File: src/rtl/ant_seq_pkg.sv
package ant_seq_pkg;

    typedef enum logic [1:0] {
        PH_IDLE     = 2'd0,
        PH_GUARDREF = 2'd1,
        PH_SLOT     = 2'd2
    } seq_phase_e;

    localparam int GUARD_US = 4;
    localparam int REF_US   = 8;
    localparam int PRE_US   = GUARD_US + REF_US;

    typedef struct packed {
        logic sp4;
        logic sw_en;
    } cte_cfg_t;

    function automatic logic switch_allowed(input logic aod, input logic tx);
        return aod ? tx : !tx;
    endfunction

endpackage

File: src/rtl/ant_pat_buf.sv
module ant_pat_buf #(
    parameter int DEPTH = 40,
    parameter int ANT_W = 8,
    localparam int CNT_W = $clog2(DEPTH + 1),
    localparam int IDX_W = (DEPTH > 1) ? $clog2(DEPTH) : 1
) (
    input  logic             clk,
    input  logic             rst,
    input  logic             push,
    input  logic [ANT_W-1:0] push_data,
    input  logic             clear,
    input  logic [CNT_W-1:0] rd_idx,
    output logic [ANT_W-1:0] rd_data,
    output logic [ANT_W-1:0] entry0,
    output logic [CNT_W-1:0] count,
    output logic             overflow
);
    logic [ANT_W-1:0] mem [DEPTH];
    logic             full;

    assign full = (count == CNT_W'(DEPTH));

    always_ff @(posedge clk) begin
        if (rst || clear) begin
            count    <= '0;
            overflow <= 1'b0;
        end else if (push) begin
            if (full) overflow <= 1'b1;
            else      count    <= count + CNT_W'(1);
        end
    end

    always_ff @(posedge clk) begin
        if (!rst && !clear && push && !full)
            mem[count[IDX_W-1:0]] <= push_data;
    end

    assign entry0  = (count != '0) ? mem[0] : '0;
    assign rd_data = (rd_idx < count) ? mem[rd_idx[IDX_W-1:0]] : '0;


    push_advance_chk: assert property (@(posedge clk) disable iff (rst)
        push && !clear && !full |=> count == $past(count) + CNT_W'(1));

    clear_empty_chk: assert property (@(posedge clk) disable iff (rst)
        clear |=> count == '0 && !overflow);

    full_drop_chk: assert property (@(posedge clk) disable iff (rst)
        push && !clear && full |=> full && overflow);

    ovf_sticky_chk: assert property (@(posedge clk) disable iff (rst)
        overflow && !clear |=> overflow);

    count_bound_chk: assert property (@(posedge clk) disable iff (rst)
        count <= CNT_W'(DEPTH));

endmodule

File: src/rtl/ant_phase_timer.sv
module ant_phase_timer
    import ant_seq_pkg::*;
#(
    parameter int CYC_PER_US = 4,
    parameter int LEN_W = 5,
    localparam int US_W  = LEN_W + 3,
    localparam int DIV_W = (CYC_PER_US > 1) ? $clog2(CYC_PER_US) : 1
) (
    input  logic             clk,
    input  logic             rst,
    input  logic             clear,
    input  logic             start,
    input  logic [LEN_W-1:0] len,
    input  cte_cfg_t         cfg_in,
    output logic             busy,
    output seq_phase_e       phase,
    output logic             sw_en,
    output logic [US_W-1:0]  slot_no
);
    logic [DIV_W-1:0] div_q;
    logic [US_W-1:0]  us_q;
    logic [LEN_W-1:0] len_q;
    cte_cfg_t         cfg_q;
    logic             us_tick;
    logic             last;
    logic [US_W-1:0]  rel;
    logic [US_W-1:0]  half;

    assign us_tick = (div_q == DIV_W'(CYC_PER_US - 1));
    assign last    = busy && us_tick && (us_q == ({len_q, 3'b000} - US_W'(1)));

    always_ff @(posedge clk) begin
        if (rst || clear) begin
            busy  <= 1'b0;
            div_q <= '0;
            us_q  <= '0;
            len_q <= '0;
            cfg_q <= '0;
        end else if (!busy) begin
            if (start && len != '0) begin
                busy  <= 1'b1;
                div_q <= '0;
                us_q  <= '0;
                len_q <= len;
                cfg_q <= cfg_in;
            end
        end else if (us_tick) begin
            div_q <= '0;
            if (last) busy <= 1'b0;
            else      us_q <= us_q + US_W'(1);
        end else begin
            div_q <= div_q + DIV_W'(1);
        end
    end

    always_comb begin
        if (!busy)                      phase = PH_IDLE;
        else if (us_q < US_W'(PRE_US))  phase = PH_GUARDREF;
        else                            phase = PH_SLOT;
        rel     = us_q - US_W'(PRE_US);
        half    = cfg_q.sp4 ? (rel >> 2) : (rel >> 1);
        slot_no = half >> 1;
        sw_en   = cfg_q.sw_en;
    end


    zero_len_chk: assert property (@(posedge clk) disable iff (rst)
        start && !busy && len == '0 && !clear |=> !busy);

    start_go_chk: assert property (@(posedge clk) disable iff (rst)
        start && !busy && len != '0 && !clear |=> busy && us_q == '0);

    hold_len_chk: assert property (@(posedge clk) disable iff (rst)
        busy && !clear && !last |=> busy && $stable(len_q));

endmodule

File: src/rtl/ant_out_drive.sv
module ant_out_drive
    import ant_seq_pkg::*;
#(
    parameter int ANT_W = 8,
    parameter int CNT_W = 6,
    parameter int US_W  = 8,
    localparam int IW   = ((US_W + 1) > CNT_W) ? (US_W + 1) : CNT_W
) (
    input  seq_phase_e       phase,
    input  logic             sw_en,
    input  logic [US_W-1:0]  slot_no,
    input  logic [CNT_W-1:0] count,
    input  logic [ANT_W-1:0] entry0,
    input  logic [ANT_W-1:0] rd_data,
    input  logic [ANT_W-1:0] mask,
    output logic [CNT_W-1:0] rd_idx,
    output logic [ANT_W-1:0] ant_sel
);
    logic [IW-1:0]    raw;
    logic [IW-1:0]    cnt_w;
    logic [IW-1:0]    pick;
    logic [ANT_W-1:0] chosen;

    always_comb begin
        raw   = IW'(slot_no) + IW'(2);
        cnt_w = IW'(count);
        pick  = (raw >= cnt_w) ? (cnt_w - IW'(1)) : raw;
        case (phase)
            PH_GUARDREF: rd_idx = CNT_W'(1);
            PH_SLOT:     rd_idx = pick[CNT_W-1:0];
            default:     rd_idx = '0;
        endcase
        chosen  = (phase == PH_IDLE || !sw_en) ? entry0 : rd_data;
        ant_sel = chosen & mask;
    end

endmodule

File: src/rtl/ant_pattern_seq.sv
module ant_pattern_seq
    import ant_seq_pkg::*;
#(
    parameter int DEPTH      = 40,
    parameter int ANT_W      = 8,
    parameter int LEN_W      = 5,
    parameter int CYC_PER_US = 4,
    localparam int CNT_W = $clog2(DEPTH + 1),
    localparam int US_W  = LEN_W + 3
) (
    input  logic             clk,
    input  logic             rst,
    input  logic             pat_push,
    input  logic [ANT_W-1:0] pat_data,
    input  logic             pat_clear,
    output logic [CNT_W-1:0] pat_count,
    output logic             pat_overflow,
    input  logic             cte_start,
    input  logic [LEN_W-1:0] cte_len,
    input  logic             spacing_4us,
    input  logic             dir_tx,
    input  logic             mode_aod,
    input  logic [ANT_W-1:0] connect_mask,
    output logic             cte_busy,
    output logic [ANT_W-1:0] ant_sel
);
    cte_cfg_t         cfg_in;
    seq_phase_e       phase;
    logic             sw_en;
    logic [US_W-1:0]  slot_no;
    logic [CNT_W-1:0] rd_idx;
    logic [ANT_W-1:0] rd_data;
    logic [ANT_W-1:0] entry0;

    assign cfg_in.sp4   = spacing_4us;
    assign cfg_in.sw_en = switch_allowed(mode_aod, dir_tx);

    ant_pat_buf #(.DEPTH(DEPTH), .ANT_W(ANT_W)) buf_i (
        .clk(clk), .rst(rst), .push(pat_push), .push_data(pat_data),
        .clear(pat_clear), .rd_idx(rd_idx), .rd_data(rd_data),
        .entry0(entry0), .count(pat_count), .overflow(pat_overflow)
    );

    ant_phase_timer #(.CYC_PER_US(CYC_PER_US), .LEN_W(LEN_W)) tmr_i (
        .clk(clk), .rst(rst), .clear(pat_clear), .start(cte_start),
        .len(cte_len), .cfg_in(cfg_in), .busy(cte_busy), .phase(phase),
        .sw_en(sw_en), .slot_no(slot_no)
    );

    ant_out_drive #(.ANT_W(ANT_W), .CNT_W(CNT_W), .US_W(US_W)) drv_i (
        .phase(phase), .sw_en(sw_en), .slot_no(slot_no), .count(pat_count),
        .entry0(entry0), .rd_data(rd_data), .mask(connect_mask),
        .rd_idx(rd_idx), .ant_sel(ant_sel)
    );


    end_idle_chk: assert property (@(posedge clk) disable iff (rst)
        cte_busy && !pat_clear |=> cte_busy || ant_sel == (entry0 & connect_mask));

endmodule

File: config.mk
export PLATFORM = sky130hd
export DESIGN_NAME = ant_pattern_seq
export DESIGN_NICKNAME = d
export VERILOG_FILES = /design/src/rtl/ant_seq_pkg.sv /design/src/rtl/ant_pat_buf.sv /design/src/rtl/ant_phase_timer.sv /design/src/rtl/ant_out_drive.sv /design/src/rtl/ant_pattern_seq.sv
export SDC_FILE = /design/constraint.sdc
export NUM_CORES = 1
export LEC_CHECK = 0
export BUFFER_PORTS_ARGS = -buffer_cell sky130_fd_sc_hd__buf_4
export CORE_MARGIN = 10
export CORE_UTILIZATION = 55
export DETAILED_ROUTE_END_ITERATION = 6
export HOLD_SLACK_MARGIN = 0.03
export PLACE_DENSITY = 0.85
export SETUP_SLACK_MARGIN = 0.02
export SLEW_MARGIN = 40
export SYNTH_ARGS = -nofsm -noshare
export SYNTH_HDL_FRONTEND = slang
export SYNTH_SLANG_ARGS = --single-unit
File: constraint.sdc
create_clock -name clk -period 6.2 [get_ports clk]
set_input_delay 1.24 -clock clk [delete_from_list [all_inputs] [get_ports clk]]
set_output_delay 1.24 -clock clk [all_outputs]
set_load 0.01 [all_outputs]
==> metrics.txt <==
kind of critical path=reg2out; final worst-path setup slack=-0.451 ns; Clk pwr share=41.7%; CTS sink cnt=345; antenna violations before repair=0; PortBufs=44; crit-path max FO=5; Total Power=4.80 mW; met2 usage=37.0%; max_cap viols=0; syn avg cell area=13.6 um2; gp weighted congestion=0.993; dpl ws=-0.0842 ns; Logic pwr share=5.3%; First DRT Iteration DRCs=1515; placed inst area=15700 um2; Slew @ Worst Pin=0.846 ns; vias per cell=6.62; total grt overflow=0; met1 Use GR=28.8%; Clock Latency Late Sink=0.53 ns; FP Rows=60; ANT nets after route=0; fmax=150 MHz; RSZ-0062 raised after global routing=yes; #FFs+latches synth=345; sequential share of the synthesized area=67.5%; max-slew violation count=0; Clock Skew=0.0178 ns; CTS buffer count=34; global-route wire length before repair=60.5 mm; HP Start=tmr_i.us_q[1]$_SDFFE_PP0P_; Critical Path AT=5.41 ns; routing usage on met3=5.88%; Synth-to-Final Area Change=18.5%; Psw=1.03 mW; Syn Std Cell Area=15000 um2; slew margin rel.=43.4%; final wirelength=40.9 mm; worst setup path start=tmr_i.us_q[2]$_SDFFE_PP0P_; DR DRC count=0; Final Instance Area=17800 um2; FFs w/ async S/R, synth=0%; setup TNS=-2.77 ns; Avg WL per Cell=26.2 um; H-tree Lvls=2; final hold slack=0.495 ns; clock root buffer=clkbuf_16; Final Util=66.1%; Post-Place Cells=1458; Int Pwr=3.77 mW; syn nets=1148; vias in the first global route=10100; Post-DP HPWL=24.3 mm; Sequential Power Share=53.1%; pin count of the biggest net entering global routing=53; area of the core=26900 um2; Cells after Synth=1101; Fin. Hold Viols=0; Worst IR Drop VDD=0.158 mV; nets@finish=1247; CTS tree=done; Starting Density=55.8%; Pleak=6.07 nW; reg2reg start=tmr_i.len_q[0]$_SDFFE_PP0P_; failing checks=negative setup slack; die width=185 um; Fillers=1737; CTS clk-pin slew, worst paths=0.06 ns; min cycle time layout=6.65 ns; worst endpoint required time=4.96 ns; crit share post-route=107%; final count of negative-setup-slack endpoints=8; clk buf depth=3; die area=34200 um2; ys flop type=edfxtp_1; EDFF count, synth=320; Non-Filler Instances=1564; CP Capture Type=primary output; DR pass1 iterations=6; IO Pins=45; status=finished, violations left; Netlist cell types=68; HP Class=reg2reg; Via Count=10400; startpoint types=flop; Diodes inserted=0; pwr/cell area=271 nW/um2; Sw Share=21.4%; warnings from Yosys=0; global routing's busiest layer=met2; die height=185 um; share of layout cells above drive strength 1=22.4%; GRT Overall Usage=23.4%
-- layout by cell type (no fill, tap or decap), types with 20 or more instances in the layout --
| master | n |
|---|---|
| a211oi_1 | 32 |
| a21oi_1 | 29 |
| a32oi_1 | 29 |
| and3_1 | 37 |
| buf_4 | 115 |
| clkbuf_16 | 36 |
| dfxtp_1 | 21 |
| edfxtp_1 | 320 |
| mux2i_1 | 59 |
| nand2_1 | 148 |
| nand3_1 | 20 |
| nor2_1 | 71 |
-- sequential cells by signal, summed over array words and instances, names as in the netlist, 2 cells and up --
register     cells
buf_i.mem      320
buf_i.count      6
tmr_i.len_q      5
tmr_i.div_q      2
tmr_i.us_q       8
-- metal layers --
layer  part of all wire [%]  wire, um
met1                     36     14700
met2                     47     19100
met3                     12      4730
met4                    5.8      2370
met5                      0         0
-- cell usage after synthesis, types with 2 or more instances --
| cell | instances | area [um2] |
|---|---|---|
| and2_1 | 4 | 25.0 |
| nand2_1 | 152 | 571 |
| a32oi_1 | 29 | 254 |
| or2_2 | 3 | 18.8 |
| nand3_1 | 21 | 105 |
| a311oi_1 | 30 | 263 |
| nand4_1 | 7 | 43.8 |
| mux2i_1 | 61 | 611 |
| edfxtp_1 | 320 | 9610 |
| nor2b_1 | 4 | 25.0 |
| dfxtp_1 | 25 | 500 |
| xnor2_1 | 12 | 105 |
| a221oi_1 | 8 | 70.1 |
| o221ai_1 | 15 | 131 |
| nor4_1 | 9 | 56.3 |
| nor3b_1 | 2 | 15.0 |
| nand2b_1 | 6 | 37.5 |
| a21boi_2 | 2 | 22.5 |
| buf_4 | 15 | 113 |
| nor3_1 | 3 | 15.0 |
| and3_1 | 37 | 231 |
| o211ai_1 | 10 | 75.1 |
| a31oi_1 | 10 | 62.6 |
| clkbuf_1 | 23 | 86.3 |
| ha_1 | 18 | 225 |
| nor2_1 | 74 | 278 |
| a2111oi_2 | 2 | 30.0 |
| buf_1 | 2 | 7.51 |
| xor2_1 | 15 | 131 |
| o21a_1 | 2 | 15.0 |
| or3_1 | 4 | 25.0 |
| o31ai_1 | 3 | 22.5 |
| buf_6 | 11 | 124 |
| inv_1 | 19 | 71.3 |
| a21oi_1 | 34 | 170 |
| nand3b_1 | 2 | 15.0 |
| buf_2 | 15 | 75.1 |
| o21ai_1 | 4 | 20.0 |
| o311ai_0 | 2 | 17.5 |
| a211oi_1 | 35 | 263 |
| nor2_2 | 2 | 12.5 |
| or4_1 | 2 | 15.0 |
| a222oi_1 | 8 | 80.1 |
| o21ai_0 | 15 | 75.1 |
-- layout make-up --
cell class | instances | area, um2 | area share [%]
Clock buffer | 40 | 873 | 4.92
Timing Repair Buffer | 129 | 1110 | 6.25
Inverter | 22 | 96.3 | 0.543
Sequential cell | 345 | 10100 | 57.0
Tap cell | 341 | 427 | 2.40
Multi-Input combinational cell | 668 | 4940 | 27.8
Clock inverter | 19 | 191 | 1.08
-- timing repair --
item / CTS / global route
pin swaps: 25 / 34
hold buffers: 0 / 0
buffers inserted: 23 / 21
cloned: 2 / 2
resized for setup: 57 / 53
setup endpoints to repair: 8 / 8
hold endpoints to repair: 0 / 0
-- logic make-up (layout without fill, tap and decap cells) --
kind of cell    after synthesis  after routing  synth area share (%)
xor+xnor                     27             27                  1.58
flops                       345            345                  67.5
fa+ha+maj                    18             18                  1.50
mux                          62             62                  4.17
simple gates                336            336                  10.2
compound gates              223            225                  11.5
buf+inv                      90            210                  3.53
-- worst max-delay path, stage by stage, from the launching register on --
cell and delay [ns]:
dfxtp_2 0.34, ha_4 0.24, nor2b_2 0.17, a21oi_2 0.20
inv_2 0.07, ha_2 0.20, buf_4 0.16, xnor2_4 0.14
ha_4 0.20, a2111oi_4 0.36, o31a_1 0.26, buf_6 0.14
nand2_4 0.05, o211ai_1 0.28, inv_1 0.12, ha_4 0.25
a21oi_4 0.17, nor2b_4 0.05, o21ai_1 0.11, and4b_1 0.21
o21a_1 0.21, and2_4 0.21, a222oi_1 0.14, a311oi_2 0.41
buf_4 0.20
-- power groups by stage --
stage / logic, mW / clock network, mW / registers (mW)
after floorplan: 0.118 / 0 / 2.60
after global placement: 0.203 / 0 / 2.60
after detailed placement: 0.209 / 0 / 2.60
after CTS: 0.228 / 2.00 / 2.55
after global routing: 0.268 / 2.11 / 2.55
final: 0.254 / 2.00 / 2.55
-- final timing paths --
kind,to,slack [ns],cells past startpoint
worst min register to register,tmr_i.us_q[1]$_SDFFE_PP0P_,0.49,2
worst max-delay path,ant_sel[2],-0.45,24
worst min-delay path,tmr_i.us_q[1]$_SDFFE_PP0P_,0.49,2
worst max register to register,tmr_i.us_q[7]$_SDFFE_PP0P_,3.55,11
(Power assumes the default switching activity.)
